--- src/rtl/scan_clear_pkg.sv ---
`timescale 1ns/1ps
package scan_clear_pkg;

  typedef enum logic [1:0] {
    SC_IDLE   = 2'd0,
    SC_FIRST  = 2'd1,
    SC_SECOND = 2'd2,
    SC_DONE   = 2'd3
  } sc_state_e;

  function automatic int sc_width(input int n);
    return (n > 1) ? $clog2(n) : 1;
  endfunction

endpackage

--- src/rtl/scan_clear_addr.sv ---
`timescale 1ns/1ps
module scan_clear_addr #(
  parameter int ROWS = 16,
  parameter int COLS = 16,
  parameter int RW   = 4,
  parameter int CW   = 4
) (
  input  logic          clk,
  input  logic          rst,
  input  logic          clr,
  input  logic          adv,
  output logic [RW-1:0] row,
  output logic [CW-1:0] col,
  output logic          last
);

  localparam logic [RW-1:0] ROW_MAX = RW'(ROWS - 1);
  localparam logic [CW-1:0] COL_MAX = CW'(COLS - 1);

  logic row_end;
  logic col_end;

  assign row_end = (row == ROW_MAX);
  assign col_end = (col == COL_MAX);
  assign last    = row_end && col_end;

  always_ff @(posedge clk) begin
    if (rst || clr) begin
      row <= '0;
      col <= '0;
    end else if (adv) begin
      if (col_end) begin
        col <= '0;
        row <= row_end ? '0 : row + 1'b1;
      end else begin
        col <= col + 1'b1;
      end
    end
  end

endmodule

--- src/rtl/scan_clear_fsm.sv ---
`timescale 1ns/1ps
module scan_clear_fsm
  import scan_clear_pkg::*;
(
  input  logic clk,
  input  logic rst,
  input  logic start,
  input  logic rd_bit,
  input  logic last,
  output logic strobe,
  output logic busy,
  output logic done,
  output logic adv,
  output logic clr
);

  sc_state_e state_q;
  sc_state_e state_d;

  always_comb begin
    state_d = state_q;
    unique case (state_q)
      SC_IDLE:   if (start) state_d = SC_FIRST;
      SC_FIRST:  state_d = SC_SECOND;
      SC_SECOND: state_d = last ? SC_DONE : SC_FIRST;
      SC_DONE:   state_d = SC_IDLE;
      default:   state_d = SC_IDLE;
    endcase
  end

  always_ff @(posedge clk) begin
    if (rst) state_q <= SC_IDLE;
    else     state_q <= state_d;
  end

  // Second cycle repeats the access only when the first read returned 0.
  assign strobe = (state_q == SC_FIRST) || ((state_q == SC_SECOND) && !rd_bit);
  assign busy   = (state_q == SC_FIRST) || (state_q == SC_SECOND);
  assign done   = (state_q == SC_DONE);
  assign adv    = (state_q == SC_SECOND) && !last;
  assign clr    = (state_q == SC_SECOND) && last;

endmodule

--- src/rtl/scan_clear_seq.sv ---
`timescale 1ns/1ps
module scan_clear_seq
  import scan_clear_pkg::*;
#(
  parameter int ROWS = 16,
  parameter int COLS = 16,
  localparam int RW  = sc_width(ROWS),
  localparam int CW  = sc_width(COLS)
) (
  input  logic          clk,
  input  logic          rst,
  input  logic          start,
  input  logic          rd_bit,
  output logic [RW-1:0] row,
  output logic [CW-1:0] col,
  output logic          strobe,
  output logic          busy,
  output logic          done
);

  logic last;
  logic adv;
  logic clr;

  scan_clear_addr #(
    .ROWS(ROWS), .COLS(COLS), .RW(RW), .CW(CW)
  ) u_addr (
    .clk  (clk),
    .rst  (rst),
    .clr  (clr),
    .adv  (adv),
    .row  (row),
    .col  (col),
    .last (last)
  );

  scan_clear_fsm u_fsm (
    .clk    (clk),
    .rst    (rst),
    .start  (start),
    .rd_bit (rd_bit),
    .last   (last),
    .strobe (strobe),
    .busy   (busy),
    .done   (done),
    .adv    (adv),
    .clr    (clr)
  );

endmodule

--- config.mk ---
export PLATFORM = sky130hd
export DESIGN_NAME = scan_clear_seq
export DESIGN_NICKNAME = d
export VERILOG_FILES = /design/src/rtl/scan_clear_pkg.sv /design/src/rtl/scan_clear_addr.sv /design/src/rtl/scan_clear_fsm.sv /design/src/rtl/scan_clear_seq.sv
export SDC_FILE = /design/constraint.sdc
export NUM_CORES = 1
export LEC_CHECK = 0
export CAP_MARGIN = 20
export CELL_PAD_IN_SITES_DETAIL_PLACEMENT = 0
export CELL_PAD_IN_SITES_GLOBAL_PLACEMENT = 1
export CORE_ASPECT_RATIO = 1.1
export CORE_MARGIN = 3
export CORE_UTILIZATION = 40
export CTS_BUF_LIST = sky130_fd_sc_hd__clkbuf_2
export CTS_CLUSTER_DIAMETER = 40
export DETAILED_ROUTE_END_ITERATION = 10
export DONT_BUFFER_PORTS = 1
export PLACE_DENSITY_LB_ADDON = 0.1
export SYNTH_ARGS = -nofsm -noshare
export SYNTH_HDL_FRONTEND = slang
export SYNTH_SLANG_ARGS = --single-unit
export TNS_END_PERCENT = 100
--- constraint.sdc ---
create_clock -name clk -period 1.32 [get_ports clk]
set_input_delay 0.132 -clock clk [delete_from_list [all_inputs] [get_ports clk]]
set_output_delay 0.132 -clock clk [all_outputs]
set_load 0.03 [all_outputs]
### Yosys cells after proc, flatten, opt, wreduce, memory -nomap -nowiden

Cells that the tools add are included.

* bits in registers: 10
* input bits: 4
* output and inout port bits: 11
* word-level logic and storage cells: 27

* add/sub/neg operators: 2
* eq/ne operators: 6
* muxes and demuxes: 5
* reduce and logical (&&, ||, !) cells: 11

Operators by type and width (count)
* $add A4 B1 Y4 const B: 2
* $eq A4 B4 Y1 const B: 2
* $mux W4: 2
* $pmux W2 S4: 1
* $eq A2 B2 Y1 const B: 2
* $logic_and A1 B1 Y1: 4
* $mux W2: 2
* $logic_or A1 B1 Y1: 3
* $eq A2 B1 Y1 const B: 1
* $logic_not A1 Y1: 2
* $logic_not A2 Y1: 1
* $ne A2 B2 Y1 const B: 1
* $reduce_and A2 Y1: 1

### Longest topological paths before layout

Gate-level depths: netlist of run 1.

* depth after elaboration: 5
* mapped depth: 6
* mapped depth without buffers: 5

### Cells and area by module

A second synthesis of run 1 with hierarchy kept.

* cell total of the unflattened synthesis: 63
* area, all modules: 563.0 um2

Modules (own cells, without submodules)
* scan_clear_addr: instances 1, cells each 44, area each 389.1 um2, seq. area each 160.2 um2
* scan_clear_fsm: instances 1, cells each 19, area each 173.9 um2, seq. area each 40.0 um2

### Worst setup path after synthesis of run 1

OpenSTA, ideal clock, no wires.

* kind: reg-to-reg
* start point: reg u_addr.col[0]
* end point: reg u_addr.col[3]
* setup time: 0.121 ns
* data arrival time: 1.400 ns
* data required time: 1.199 ns
* path slack: -0.201 ns
* stages on the path, launching flop included: 5
* buffers on the path: 0
* clock period less this slack: 1.521 ns
* cell sequence: dfxtp_1 ha_1 and4_2 nor3b_1 mux2_2

* cells in the longest elaborated chain, start to end: 4
* elaborated cells between the ends (all ways): 8
* classes of those cells: add/sub (1); eq/ne (1); mux (1); reduce/logical (5)

RTL lines
* from (decl): line scan_clear_addr.sv:13 `output logic [CW-1:0] col,`
* from (signal assigned): line scan_clear_addr.sv:36 `col <= col + 1'b1;`
* parallel branches: the longest is 4 deep, another holds $add A4 B1 Y4

Parallel ways; which one is timed is not known.
A chain may end at the register's enable or synchronous reset.

### Worst setup path after layout of run 1

* start point: reg u_fsm.state_q[0]
* end point: reg u_addr.row[0]

* cells in the longest elaborated chain, start to end: 3
* elaborated cells between the ends (all ways): 5
* classes of those cells: eq/ne (1); reduce/logical (4)

RTL lines
* from (decl): line scan_clear_fsm.sv:17 `sc_state_e state_q;`
* from (signal assigned): line scan_clear_fsm.sv:33 `else state_q <= state_d;`
* $eq A2 B2 Y1 *: line scan_clear_fsm.sv:40, scan_clear_fsm.sv:41
* $logic_and A1 B1 Y1, on equally long branches: line scan_clear_fsm.sv:40, scan_clear_fsm.sv:41
* $reduce_and A2 Y1 (no source line) / $logic_or A1 B1 Y1 (equally long branches)
* to (signal assigned): line scan_clear_addr.sv:34 `row <= row_end ? '0 : row + 1'b1;`
* to (decl): line scan_clear_addr.sv:12 `output logic [RW-1:0] row,`

Every way passes the cells marked *; elsewhere a longest branch is shown, timed or not.

==> key figures, run 1 <==
Timing
  • Clock period minus worst slack: approximately 1.3 ns
  • Fin worst setup slack: -0.0148 ns
  • Final setup violation count: 3
  • RSZ-0062 raised after global routing: true
  • Highest Clock Rate: 0.749 GHz
  • Worst-Margin Slew: roughly 0.41 ns
  • Hold_ws: ~0.072 ns
  • Slew Limit Fails: 0
  • Final setup TNS: -0.0357 ns
  • Final Skew: ~0.0017 ns
  • Post-route clock period utilization: 101%
  • Rel. slew slack: ~73%
  • Fin. Hold Viols: 0

Worst setup path
  • Critical Path Max Stage Delay: 0.40 ns
  • CP Capture Type: register
  • WP data required: approximately 1.5 ns
  • CP Cell Sequence: inv_2 -> ha_4 -> nand4_4 -> or3_4 -> a21oi_2
  • Worst Path Max Fanout: 6
  • R2R Path End: u_addr.row[0]$_SDFFE_PP0P_
  • CP arrival: approximately 1.5 ns
  • Worst r2r path cells: 5
  • Crit start category: register
  • R2r setup slk: -0.01 ns
  • Slowest cell on crit path: or3_4
  • Launch point of the worst reg-to-reg path: u_fsm.state_q[0]$_SDFFE_PP0P_
  • WS Path Type: reg2reg

Place
  • HPWL after DPL: 978 um
  • DP Cell Count: between 80 and 90
  • Final GP Congestion: 0.709
  • Pre-CTS setup slack: 0.0323 ns
  • I/O Buffers: 0

Clock tree
  • Clock Path Buffers: 2
  • Clock latency on the worst-skew pair: 0.25 ns
  • H-tree depth: 1
  • Number of clock sinks: 10
  • Clock Pin Slew Worst Setup and Hold Paths: 0.11 ns
  • TritonCTS clock tree: built
  • Clock buffer count from CTS: 3
  • Root Driver: clkbuf_2

Logic synthesis
  • Largest cells by area after synthesis: dfxtp_1 34%, ha_1 15%, a21oi_1 6.0%
  • Mapped Cells: 64
  • Yosys warnings: 0
  • Syn avg cell area: ~9.1 um2
  • Synthesized flop and latch total: 10
  • Top FF cell, synth: dfxtp_1
  • Seq/Total Area, Yosys: 34.2%
  • Post-synth top area share: 34.2%
  • Post-synth EDFFs: 0
  • Unique cell type count in the Yosys netlist: 26
  • Synth Cell Area: 586 um2
  • Mapped Nets: 75
  • Largest area contributor in the netlist: dfxtp_1
  • Asr flop ratio synth: 0%

Route
  • Drt first-iter violations: 25
  • Post-route ant nets: 0
  • Aggregate routed wire length: about 1400 um
  • Vias per cell: 5.69
  • First-pass DRT Iterations: 4
  • DRC viols: 0
  • Drt wl/cell: 14.8 um
  • Total via count in the routed design: approximately 550

Worst hold path
  • HP Class: in2reg
  • Worst Hold End: u_addr.row[3]$_SDFFE_PP0P_
  • Hold Crit Depth: 1
  • Min-delay src: rst

Final layout
  • Storage element area: 220 um2
  • Filler Cell Count: 117
  • Area of the multi-input gates: 428 um2
  • Post-route insts no fill: 96
  • Most common cell after layout, fill and taps aside: buf_4
  • Layout Area Growth over Synthesis: 40.0%
  • Layout cell share with drive strength beyond 1: 49.4%
  • Nets: 93
  • Ant. Diodes: 0
  • Commonest cells after routing, fill and taps aside: 13 x buf_4, 6 x a21oi_1, 4 x nor2_1, 4 x dfxtp_4, 4 x dfxtp_2

Floorplan
  • Die Width: about 42 um
  • Die area: roughly 2000 um2
  • Io pins: 15
  • CORE AREA: ~1300 um2
  • Initial Util: between 40% and 50%
  • Die height: roughly 46 um
  • Site Rows: 13

GRT
  • Largest net degree at the start of global routing: 9
  • GR Layer Usage met1: 19.5%
  • First-pass GRT wire length: approximately 2200 um
  • Busiest grt layer: met2
  • Grt met2 use: between 20% and 30%
  • Grt total ovfl: 0
  • Met3 Use GR: 5.47%
  • Total global-route track usage: 16.1%
  • Antenna violations before repair: 0
  • Number of global-route vias before repair: 454

Status
  • Status: complete, but fails checks
  • Failing checks: negative setup slack

Pwr
  • Final Power: 0.853 mW
  • Maximum VDD drop: 0.585 mV
  • Leakage power: 0.335 nW
  • Pwr/cell area: approximately 1000 nW/um2

Job
  • Max capacitance violation total: 0
[cell usage after synthesis (all sizes together), types with 2 or more instances]
cell,instances
dfxtp,10
ha,7
or3,2
nand2,3
and3,3
nand3,4
nand2b,3
nand4,3
a21oi,8
inv,4
nor2,4
[timing repair]
item / 4_1_cts / 5_1_grt
buffers inserted: 2 / 1
setup endpoints to repair: 2 / 6
hold endpoints to repair: 8 / 0
hold buffers: 1 / 0
pin swaps: 1 / 5
gates resized for setup: 4 / 4
cloned: 0 / 0
[per-stage QoR]
step | util [%] | instance area [um2]
floorplan | - | 649
global placement | 58.0 | 736
detailed placement | 58.0 | 736
CTS | 62.5 | 793
global route | 64.6 | 820
finish | 64.6 | 820
[state kept, by name, indices dropped and copies added, names as in the netlist]
register	flops
u_addr.row	4
u_addr.col	4
u_fsm.state_q	2
[where the power goes]
group | switching (mW) | internal, mW
combinational | 0.182 | 0.141
clock | 0.113 | 0.0658
sequential | 0.0247 | 0.326
total | 0.320 | 0.533
[logic make-up after synthesis]
| logic type | Yosys count | share of synthesized area [%] |
|---|---|---|
| compound gates | 13 | 13.7 |
| mux | 1 | 1.92 |
| xor+xnor | 1 | 1.50 |
| fa+ha+maj | 7 | 15.0 |
| buf+inv | 6 | 5.13 |
| simple gates | 26 | 28.6 |
| flops | 10 | 34.2 |
[metal layers]
metal	vias to the layer above	wire length, um
li1	265	-
met1	249	612
met2	30	653
met3	2	141
met4	0	17
met5	-	0
[how the worst max path moves through the flow]
stage                                             to                          start  cells past startpoint
after detailed placement  u_addr.col[3]$_SDFFE_PP0P_     u_addr.row[0]$_SDFFE_PP0P_                      4
final                     u_addr.row[0]$_SDFFE_PP0P_  u_fsm.state_q[0]$_SDFFE_PP0P_                      5
after floorplan           u_addr.col[3]$_SDFFE_PP0P_  u_fsm.state_q[0]$_SDFFE_PP0P_                      6
after CTS                                     strobe  u_fsm.state_q[0]$_SDFFE_PP0P_                      4
after global routing                          strobe  u_fsm.state_q[0]$_SDFFE_PP0P_                      4
after global placement    u_addr.col[3]$_SDFFE_PP0P_     u_addr.row[0]$_SDFFE_PP0P_                      4
[layout make-up]
type	instances	share of cell area (%)
multi-input cells	48	52.2
inverters	4	1.83
clock inverters	1	0.458
repair buffers	15	14.5
clock buffers	3	1.83
well taps	15	2.29
flip-flops and latches	10	26.9
[critical path, delay by kind of cell, from the launching register on]
family / cells / cell delay (ns)
adder cells (fa/ha/maj): 1 / 0.18
flip-flops: 1 / 0.34
AND/OR/NAND/NOR: 2 / 0.52
AO/OA/AOI/OAI: 1 / 0.15
buffers and inverters: 1 / 0.08
No activity file was read; power rests on OpenSTA's default activity.
==> run 2: changes to the inputs <==
Settings changed: CORE_ASPECT_RATIO 1.1 to default, CORE_UTILIZATION 40 to 45.
Clock period 1.32 ns to 1.3 ns, I/O delays scaled along.
==> run 2 against run 1 <==
Compared with the run above:
- sequential power rose by 1%
- setup slack improved by 0.029 ns
- the run now ends clean
- sequential share of layout area fell by 0.24 points
- critical path depth shrank 1
- combinational power up 2%
- routed wire length decreased by 6.2%
- power rose by 1.7%
==> key figures, run 2 (same netlist as run 1, synthesis figures left out) <==
Timing
  • Post-route clock period utilization: slightly below 100%
  • Hold_ws: 0.0501 ns
  • Final Skew: 0.000433 ns
  • Highest Clock Rate: 0.778 GHz
  • Slew Limit Fails: 0
  • RSZ-0062 raised after global routing: true
  • Fin. Hold Viols: 0
  • Final setup violation count: 0
  • Worst-Margin Slew: 0.403 ns
  • Clock period minus worst slack: 1.29 ns
  • Rel. slew slack: 73.1%

GRT
  • Largest net degree at the start of global routing: 9
  • Number of global-route vias before repair: 511
  • Total global-route track usage: 16.6%
  • Antenna violations before repair: 0
  • First-pass GRT wire length: 2240 um
  • Grt total ovfl: 0

Floorplan
  • Initial Util: 50.6%
  • Site Rows: 12
  • Die Width: ~42 um
  • Die height: 42.1 um
  • CORE AREA: between 1000 and 1500 um2
  • Die area: 1770 um2
  • Io pins: 15

Pwr
  • Cell-internal power: 0.535 mW
  • Leakage power: 0.332 nW
  • Net Sw Frac: 38.3%
  • Psw: 0.332 mW
  • Maximum VDD drop: approximately 0.68 mV
  • Pwr/cell area: 1050 nW/um2
  • Comb pwr share: a little under two fifths
  • Clock network fraction of design power: a little over a fifth
  • Seq pwr share: 41.1%

Place
  • I/O Buffers: 0
  • Final GP Congestion: 0.762
  • HPWL after DPL: around 960 um

Worst setup path
  • CP Capture Type: register
  • Worst r2r path cells: 4
  • Crit start category: register
  • Worst Path Max Fanout: 3
  • WS Path Type: reg2reg
  • WP data required: 1.50 ns
  • CP arrival: around 1.5 ns

Clock tree
  • TritonCTS clock tree: built
  • Root Driver: clkbuf_2
  • Number of clock sinks: 10
  • Clock Pin Slew Worst Setup and Hold Paths: 0.10 ns
  • H-tree depth: 1
  • Clock Path Buffers: 2
  • Clock buffer count from CTS: 3
  • Clock latency on the worst-skew pair: 0.27 ns

Final layout
  • Largest regs: u_addr.col x4, u_addr.row x4, u_fsm.state_q x2
  • Commonest cells after routing, fill and taps aside: 11 x buf_4, 5 x a21oi_1
  • Finished Core Util: between 70% and 80%
  • Nets: between 90 and 100
  • Layout cell share with drive strength beyond 1: 51.9%
  • Ant. Diodes: 0
  • Most common cell after layout, fill and taps aside: buf_4
  • Layout Area Growth over Synthesis: 41.2%

Route
  • Vias per cell: 5.77
  • Post-route ant nets: 0
  • Total via count in the routed design: 537
  • DRC viols: 0
  • Drt first-iter violations: 3
  • First-pass DRT Iterations: 4
  • Aggregate routed wire length: about 1300 um
  • Drt wl/cell: 14.4 um

Job
  • Max capacitance violation total: 0

Status
  • Status: finished, final reports clean

Worst hold path
  • HP Class: in2reg
  • Hold Crit Depth: 1
[run 2: cell types whose count changed in the layout (fill, tap and decap cells not counted), sizes merged]
cell / before / now
buf: 14 / 12
[run 2: critical path, stage by stage, from the launching register on]
cell and delay (ns):
dfxtp_4 0.36, ha_4 0.16, and3_1 0.21, or3_4 0.37, a21oi_2 0.13
[run 2: final timing paths]
path	from	to	slack [ns]
worst min register to register	u_addr.row[2]$_SDFFE_PP0P_	u_addr.row[2]$_SDFFE_PP0P_	0.57
worst max register to register	u_addr.row[0]$_SDFFE_PP0P_	u_addr.row[0]$_SDFFE_PP0P_	0.01
worst min-delay path	rst	u_addr.row[3]$_SDFFE_PP0P_	0.05
worst max-delay path	u_addr.row[0]$_SDFFE_PP0P_	u_addr.row[0]$_SDFFE_PP0P_	0.01
[run 2: final cells by class]
type	instances	area, um2
Inverter	4	17.5
Tap cell	14	17.5
Timing Repair Buffer	13	104
Multi-Input combinational cell	48	449
Sequential cell	10	220
Clock buffer	3	15.0
Clock inverter	1	3.75
Fill cell	88	329
[run 2: layer usage]
layer	wire (um)	GRT usage, %
met1	629	19.9
met2	608	24.4
met3	85	8.58
met4	12	7.45
met5	0	0
[run 2: power by group through the flow]
stage               logic, mW  clock network (mW)  registers, mW
floorplan               0.194                   0          0.378
global placement        0.256                   0          0.359
detailed placement      0.261                   0          0.361
CTS                     0.291               0.187          0.355
global route            0.362               0.205          0.360
finish                  0.330               0.181          0.356
[run 2: stage by stage]
stage               total power [mW]  std cells  setup slack [ns]  cell area [um2]   TNS, ns
floorplan                      0.572         64          0.000718              653         0
detailed placement             0.622         86          -0.00373              731  -0.00572
CTS                            0.833         91          -0.00202              776  -0.00202
global route                   0.927         93           -0.0359              827    -0.104
finish                         0.867         93            0.0142              827         0
global placement               0.616         86           0.00193              731         0
[run 2: repair_timing]
| action | CTS | global route |
|---|---|---|
| resized for setup | 6 | 8 |
| pin swaps | 1 | 4 |
| setup buffers | 0 | 2 |
| hold endpoints to repair | 8 | 0 |
| hold buffers | 1 | 0 |
| gates cloned | 0 | 0 |
| setup endpoints to repair | 4 | 7 |
